### src/rtl/uart_frame_tx_pkg.sv
`timescale 1ns/1ps
package uart_frame_tx_pkg;
  localparam int unsigned DATA_W     = 8;
  localparam int unsigned MIN_DATA_W = 5;
  localparam int unsigned FRAME_W    = 1 + DATA_W + 1 + 2;
  localparam int unsigned LEN_W      = $clog2(FRAME_W + 1);

  typedef struct packed {
    logic [1:0] wlen;
    logic       par_en;
    logic       par_even;
    logic       par_stick;
    logic       stop2;
  } line_cfg_t;
endpackage

### src/rtl/uart_frame_tx_framer.sv
`timescale 1ns/1ps
module uart_frame_tx_framer
  import uart_frame_tx_pkg::*;
(
  input  logic [DATA_W-1:0]  data,
  input  line_cfg_t          cfg,
  output logic [FRAME_W-1:0] frame,
  output logic [LEN_W-1:0]   len
);
  int unsigned nd;
  logic        par_acc;
  logic        pbit;

  // frame bit 0 is the start bit; unused upper positions stay at the stop level
  always_comb begin
    nd      = MIN_DATA_W + int'(cfg.wlen);
    par_acc = 1'b0;
    frame   = '1;
    frame[0] = 1'b0;
    for (int i = 0; i < DATA_W; i++) begin
      if (i < nd) begin
        par_acc      = par_acc ^ data[i];
        frame[i + 1] = data[i];
      end
    end
    if (cfg.par_stick)
      pbit = ~cfg.par_even;
    else
      pbit = cfg.par_even ? par_acc : ~par_acc;
    if (cfg.par_en)
      frame[nd + 1] = pbit;
    len = LEN_W'(2 + nd + (cfg.par_en ? 1 : 0) + (cfg.stop2 ? 1 : 0));
  end
endmodule

### src/rtl/uart_frame_tx_subtick.sv
`timescale 1ns/1ps
module uart_frame_tx_subtick #(
  parameter int unsigned OVERSAMPLE = 16
) (
  input  logic clk,
  input  logic rst_n,
  input  logic tick,
  input  logic active,
  input  logic restart,
  output logic bit_end
);
  localparam int unsigned CNT_W = (OVERSAMPLE > 2) ? $clog2(OVERSAMPLE) : 1;
  localparam logic [CNT_W-1:0] LAST = CNT_W'(OVERSAMPLE - 1);

  logic [CNT_W-1:0] cnt_q, cnt_d;

  always_comb begin
    cnt_d = cnt_q;
    if (restart)
      cnt_d = '0;
    else if (active && tick)
      cnt_d = (cnt_q == LAST) ? '0 : cnt_q + 1'b1;
  end

  always_ff @(posedge clk or negedge rst_n) begin
    if (!rst_n) cnt_q <= '0;
    else        cnt_q <= cnt_d;
  end

  assign bit_end = active && tick && (cnt_q == LAST);
endmodule

### src/rtl/uart_frame_tx_shifter.sv
`timescale 1ns/1ps
module uart_frame_tx_shifter
  import uart_frame_tx_pkg::*;
(
  input  logic               clk,
  input  logic               rst_n,
  input  logic               load,
  input  logic [FRAME_W-1:0] frame,
  input  logic [LEN_W-1:0]   len,
  input  logic               advance,
  input  logic               brk,
  output logic               active,
  output logic               last,
  output logic               txd
);
  logic [FRAME_W-1:0] sh_q, sh_d;
  logic [LEN_W-1:0]   left_q, left_d;
  logic               act_q, act_d;
  logic               txd_q, txd_d;

  always_comb begin
    sh_d   = sh_q;
    left_d = left_q;
    act_d  = act_q;
    if (load) begin
      sh_d   = frame;
      left_d = len - 1'b1;
      act_d  = 1'b1;
    end else if (advance) begin
      if (left_q == '0) begin
        act_d = 1'b0;
      end else begin
        sh_d   = {1'b1, sh_q[FRAME_W-1:1]};
        left_d = left_q - 1'b1;
      end
    end
    txd_d = act_d ? sh_d[0] : ~brk;
  end

  always_ff @(posedge clk or negedge rst_n) begin
    if (!rst_n) begin
      sh_q   <= '1;
      left_q <= '0;
      act_q  <= 1'b0;
      txd_q  <= 1'b1;
    end else begin
      sh_q   <= sh_d;
      left_q <= left_d;
      act_q  <= act_d;
      txd_q  <= txd_d;
    end
  end

  assign active = act_q;
  assign last   = (left_q == '0);
  assign txd    = txd_q;
endmodule

### src/rtl/uart_frame_tx.sv
`timescale 1ns/1ps
module uart_frame_tx
  import uart_frame_tx_pkg::*;
#(
  parameter int unsigned OVERSAMPLE = 16
) (
  input  logic              clk,
  input  logic              rst_n,
  input  logic              baud_tick,
  input  logic              en_global,
  input  logic              en_tx,
  input  logic              cts_flow_en,
  input  logic              cts,
  input  logic [1:0]        wlen,
  input  logic              par_en,
  input  logic              par_even,
  input  logic              par_stick,
  input  logic              stop2,
  input  logic              brk,
  input  logic              ch_valid,
  input  logic [DATA_W-1:0] ch_data,
  output logic              ch_ready,
  output logic              txd,
  output logic              busy
);
  line_cfg_t          cfg;
  logic [FRAME_W-1:0] frame;
  logic [LEN_W-1:0]   len;
  logic               active, last, bit_end;
  logic               slot_free, start_ok, load;

  assign cfg = '{wlen: wlen, par_en: par_en, par_even: par_even,
                 par_stick: par_stick, stop2: stop2};

  // a new frame may begin when idle or as the final stop bit expires
  assign slot_free = !active || (bit_end && last);
  assign start_ok  = en_global && en_tx && !brk && (!cts_flow_en || cts);
  assign load      = ch_valid && start_ok && baud_tick && slot_free;

  uart_frame_tx_framer u_framer (
    .data  (ch_data),
    .cfg   (cfg),
    .frame (frame),
    .len   (len)
  );

  uart_frame_tx_subtick #(.OVERSAMPLE(OVERSAMPLE)) u_subtick (
    .clk     (clk),
    .rst_n   (rst_n),
    .tick    (baud_tick),
    .active  (active),
    .restart (load),
    .bit_end (bit_end)
  );

  uart_frame_tx_shifter u_shifter (
    .clk     (clk),
    .rst_n   (rst_n),
    .load    (load),
    .frame   (frame),
    .len     (len),
    .advance (bit_end),
    .brk     (brk),
    .active  (active),
    .last    (last),
    .txd     (txd)
  );

  assign ch_ready = load;
  assign busy     = ch_valid || active;
endmodule

### config.mk
export PLATFORM = sky130hd
export DESIGN_NAME = uart_frame_tx
export DESIGN_NICKNAME = d
export VERILOG_FILES = /design/src/rtl/uart_frame_tx_pkg.sv /design/src/rtl/uart_frame_tx_framer.sv /design/src/rtl/uart_frame_tx_subtick.sv /design/src/rtl/uart_frame_tx_shifter.sv /design/src/rtl/uart_frame_tx.sv
export SDC_FILE = /design/constraint.sdc
export NUM_CORES = 1
export LEC_CHECK = 0
export CORE_ASPECT_RATIO = 1.75
export CORE_MARGIN = 1
export CORE_UTILIZATION = 53
export DETAILED_ROUTE_END_ITERATION = 8
export PLACE_DENSITY = 0.8
export REMOVE_ABC_BUFFERS = 1
export SYNTH_ARGS = -nofsm -noshare
export SYNTH_HDL_FRONTEND = slang
export SYNTH_SLANG_ARGS = --single-unit
### constraint.sdc
create_clock -name clk -period 2.6 [get_ports clk]
set_clock_uncertainty 0.1 [all_clocks]
set_input_delay 0.39 -clock clk [delete_from_list [all_inputs] [get_ports clk]]
set_output_delay 0.39 -clock clk [all_outputs]
set_load 0.05 [all_outputs]
==> results.toml <==
[run_status]
status = "finished clean"

[clocking]
clock_latency_ns = 0.26
cts_sinks = 22
hold_buffers = 0
clkTransAtPathRegs_ns = 0.08
htreeDepth = 1
cts_buffers = 3
clockBufferDepth = 2
cts_tree = "done"
root_buffer = "clkbuf_8"

[placement]
gp_congestion = 0.816
placed_cells = 215
dpl_worst_slack_ns = -0.328
placed_cell_area_um2 = 1900
post-dp-hpwl_um = 2740
place.port_buffers = 25

[cells_and_area]
fin_area_um2 = 1990
multiInputGateArea_um2 = 920
layout.cells.non_filler = 219
regArea_um2 = 567
final_nets = 231
fill_cells = 207
diodes = 0
drive_gt1_share_pct = 21.4
utilization_pct = 73.2
syn_to_final_growth_pct = 28.8

[die]
die_area_um2 = 3150
die_y_um = 73.5
start_util_pct = 56.9
die_w_um = 42.9
rows = 25
core_area_um2 = 2720
pin_count = 26

[route]
drc = 0
wl_per_cell_um = 15.9
via_count = 1350
drt_iter0_drc = 71
drtAntennaViolNets = 0
wl_um = 3480
drtPass1Iterations = 4
viasPerCell = 6.16

[global_routing]
grt_pass1_vias = 1424
grt.total_usage_pct = 23.8
grt_pass1_wl_um = 5750
overflow = 0
grt_max_degree = 23
antenna_found_initial = 0

[sta]
fin_crit_ns = 2.50
final-setup-viol-count = 0
rsz0062_at_grt = "false"
finalHoldViolations = 0
finalMaxSlewViolations = 0
maxSlewHeadroom_pct = 58.0
fmaxAchievable_ghz = 0.400
period_share_pct = 96.1
worstMarginPinSlew_ns = 0.630
worst_slack_ns = 0.102

[worst_setup_path]
start_kind = "flip-flop"
startpoint = "u_subtick.cnt_q[0]"
r2r-start = "u_subtick.cnt_q[0]"
critPathMaxStageDelay_ns = 0.43
arrival_ns = 2.01
crit_chain = "ha_1 > and3_1 > nand4_1 > a21o_1 > inv_4 > buf_12"
cp_data_required_time_ns = 2.11
crit_slowest_cell = "dfrtp_1"
crit_path_end_kind = "primary output"
cp_max_fo = 17
criticalPathCategory = "flip-flop to primary output"

[power_and_ir_drop]
powerDensity_nw_per_um2 = 724
seq_power_share_pct = 44.8
p_sw_share_pct = 34.9
p_sw_uw = 504
combPwrFrac_pct = 38.2
intPower_uw = 940
clkPwrFrac_pct = 16.9
total_power_uw = 1440
peakVddDrop_mv = 0.346
p_leak_uw = 0.000894

[logic_synthesis]
ys_warn_count = 0
yosysSeqAreaShare_pct = 36.6
synth_edf_count = 0
netlist_area_um2 = 1550
ys_seq_elements = 22
synth.distinct_cells = 48
synth_area_per_cell_um2 = 9.86
syn-instance-count = 157
synth-main-ff-cell = "dfstp_2"
async_reset_ff_share_pct = 100

[flow_run]
maxCapViolations = 0

[min_path]
hp-class = "input pin to asynchronous set/reset pin"
[logic make-up (layout without fill, tap and decap cells)]
| logic type | Yosys count | count (layout) | synth area share, % |
|---|---|---|---|
| xor gates and xnor gates | 9 | 9 | 6.55 |
| adders and majority gates | 15 | 15 | 12.6 |
| buffers and inverters | 22 | 57 | 5.66 |
| DFF | 22 | 22 | 36.6 |
| and+or+nand+nor | 41 | 41 | 15.4 |
| muxes | 2 | 2 | 1.29 |
| AOI/OAI and AO/OA | 46 | 46 | 21.9 |
[critical path: cells and delay by family, from the launching register on]
kind                       cells  cell delay, ns
adders and majority gates      1            0.23
DFF                            1            0.43
buffers and inverters          2            0.37
and+or+nand+nor                2            0.40
AOI/OAI and AO/OA              1            0.31
[cells in the final DEF (no fill, tap or decap), drive strengths merged, types with 3 or more instances in the layout]
cell type,instances
inv,16
dfstp,13
o21ai,9
dfrtp,9
a31oi,5
a22o,4
o31ai,5
ha,14
buf,13
nor2,6
nand2b,3
a222oi,4
clkbuf,4
clkdlybuf4s50,22
nand2,12
a22oi,5
xor2,3
nand3,4
xnor2,5
[synthesized netlist by cell type, drive strengths merged (3+ instances only)]
master | number | area [um^2]
nand2b | 3 | 18.8
nand3 | 4 | 20.0
dfstp | 13 | 342
inv | 16 | 60.1
a31oi | 5 | 31.3
buf | 4 | 20.0
o31ai | 5 | 37.5
nand2 | 12 | 45.0
dfrtp | 9 | 225
a22oi | 5 | 37.5
xnor2 | 5 | 43.8
o21ai | 9 | 45.0
nor2 | 6 | 38.8
a222oi | 4 | 40.0
a22o | 4 | 35.0
ha | 14 | 175
xor2 | 3 | 33.8
[cell type report]
class	instances	share of cell area [%]
Multi-Input combinational cell	113	46.1
Sequential cell	22	28.4
Timing Repair Buffer	37	17.8
Inverter	16	3.14
Clock buffer	4	2.76
Tap cell	27	1.69
[what timing repair did]
item | CTS | global route
pin swaps | 1 | 1
endpoints found under the setup margin | 6 | 8
setup buffers | 0 | 0
gates resized for setup | 0 | 9
gates cloned | 0 | 0
[registers in the layout (all words and copies together) (netlist names)]
| signal | count |
|---|---|
| u_shifter.txd | 1 |
| u_subtick.cnt_q | 4 |
| u_shifter.left_q | 4 |
| u_shifter.active | 1 |
| u_shifter.sh_q | 12 |
[through the flow]
stage	TNS [ns]	hold WS (ns)
3_3_place_gp	-1.27	0.366
2_1_floorplan	0	-0.00559
4_1_cts	0	0.381
3_5_place_dp	-2.29	0.364
6_report	0	0.375
5_1_grt	0	0.399
[worst paths after layout]
| path | to | slack (ns) | cells past startpoint |
|---|---|---|---|
| max reg2reg | u_shifter.sh_q[5] | 0.33 | 7 |
| min | u_subtick.cnt_q[2] | 0.37 | 2 |
| max in group asynchronous | u_shifter.sh_q[0] | 1.75 | 2 |
| min in group clk | u_subtick.cnt_q[3] | 0.38 | 1 |
| max | ch_ready | 0.10 | 6 |
| min reg2reg | u_subtick.cnt_q[3] | 0.38 | 1 |
[per-layer routing]
layer	vias to the layer above	share of wire, %	global-route usage, %
li1	649	-	-
met4	0	2.8	11.5
met5	-	0	0
met1	651	35	22.5
met3	9	4.1	3.93
met2	41	58	46.8
[power by group through the flow]
stage	sequential [uW]	clock, uW	combinational (uW)
finish	647	245	552
global route	664	259	611
CTS	646	245	542
detailed placement	647	0	540
global placement	639	0	511
floorplan	642	0	359
(Power assumes the default switching activity.)
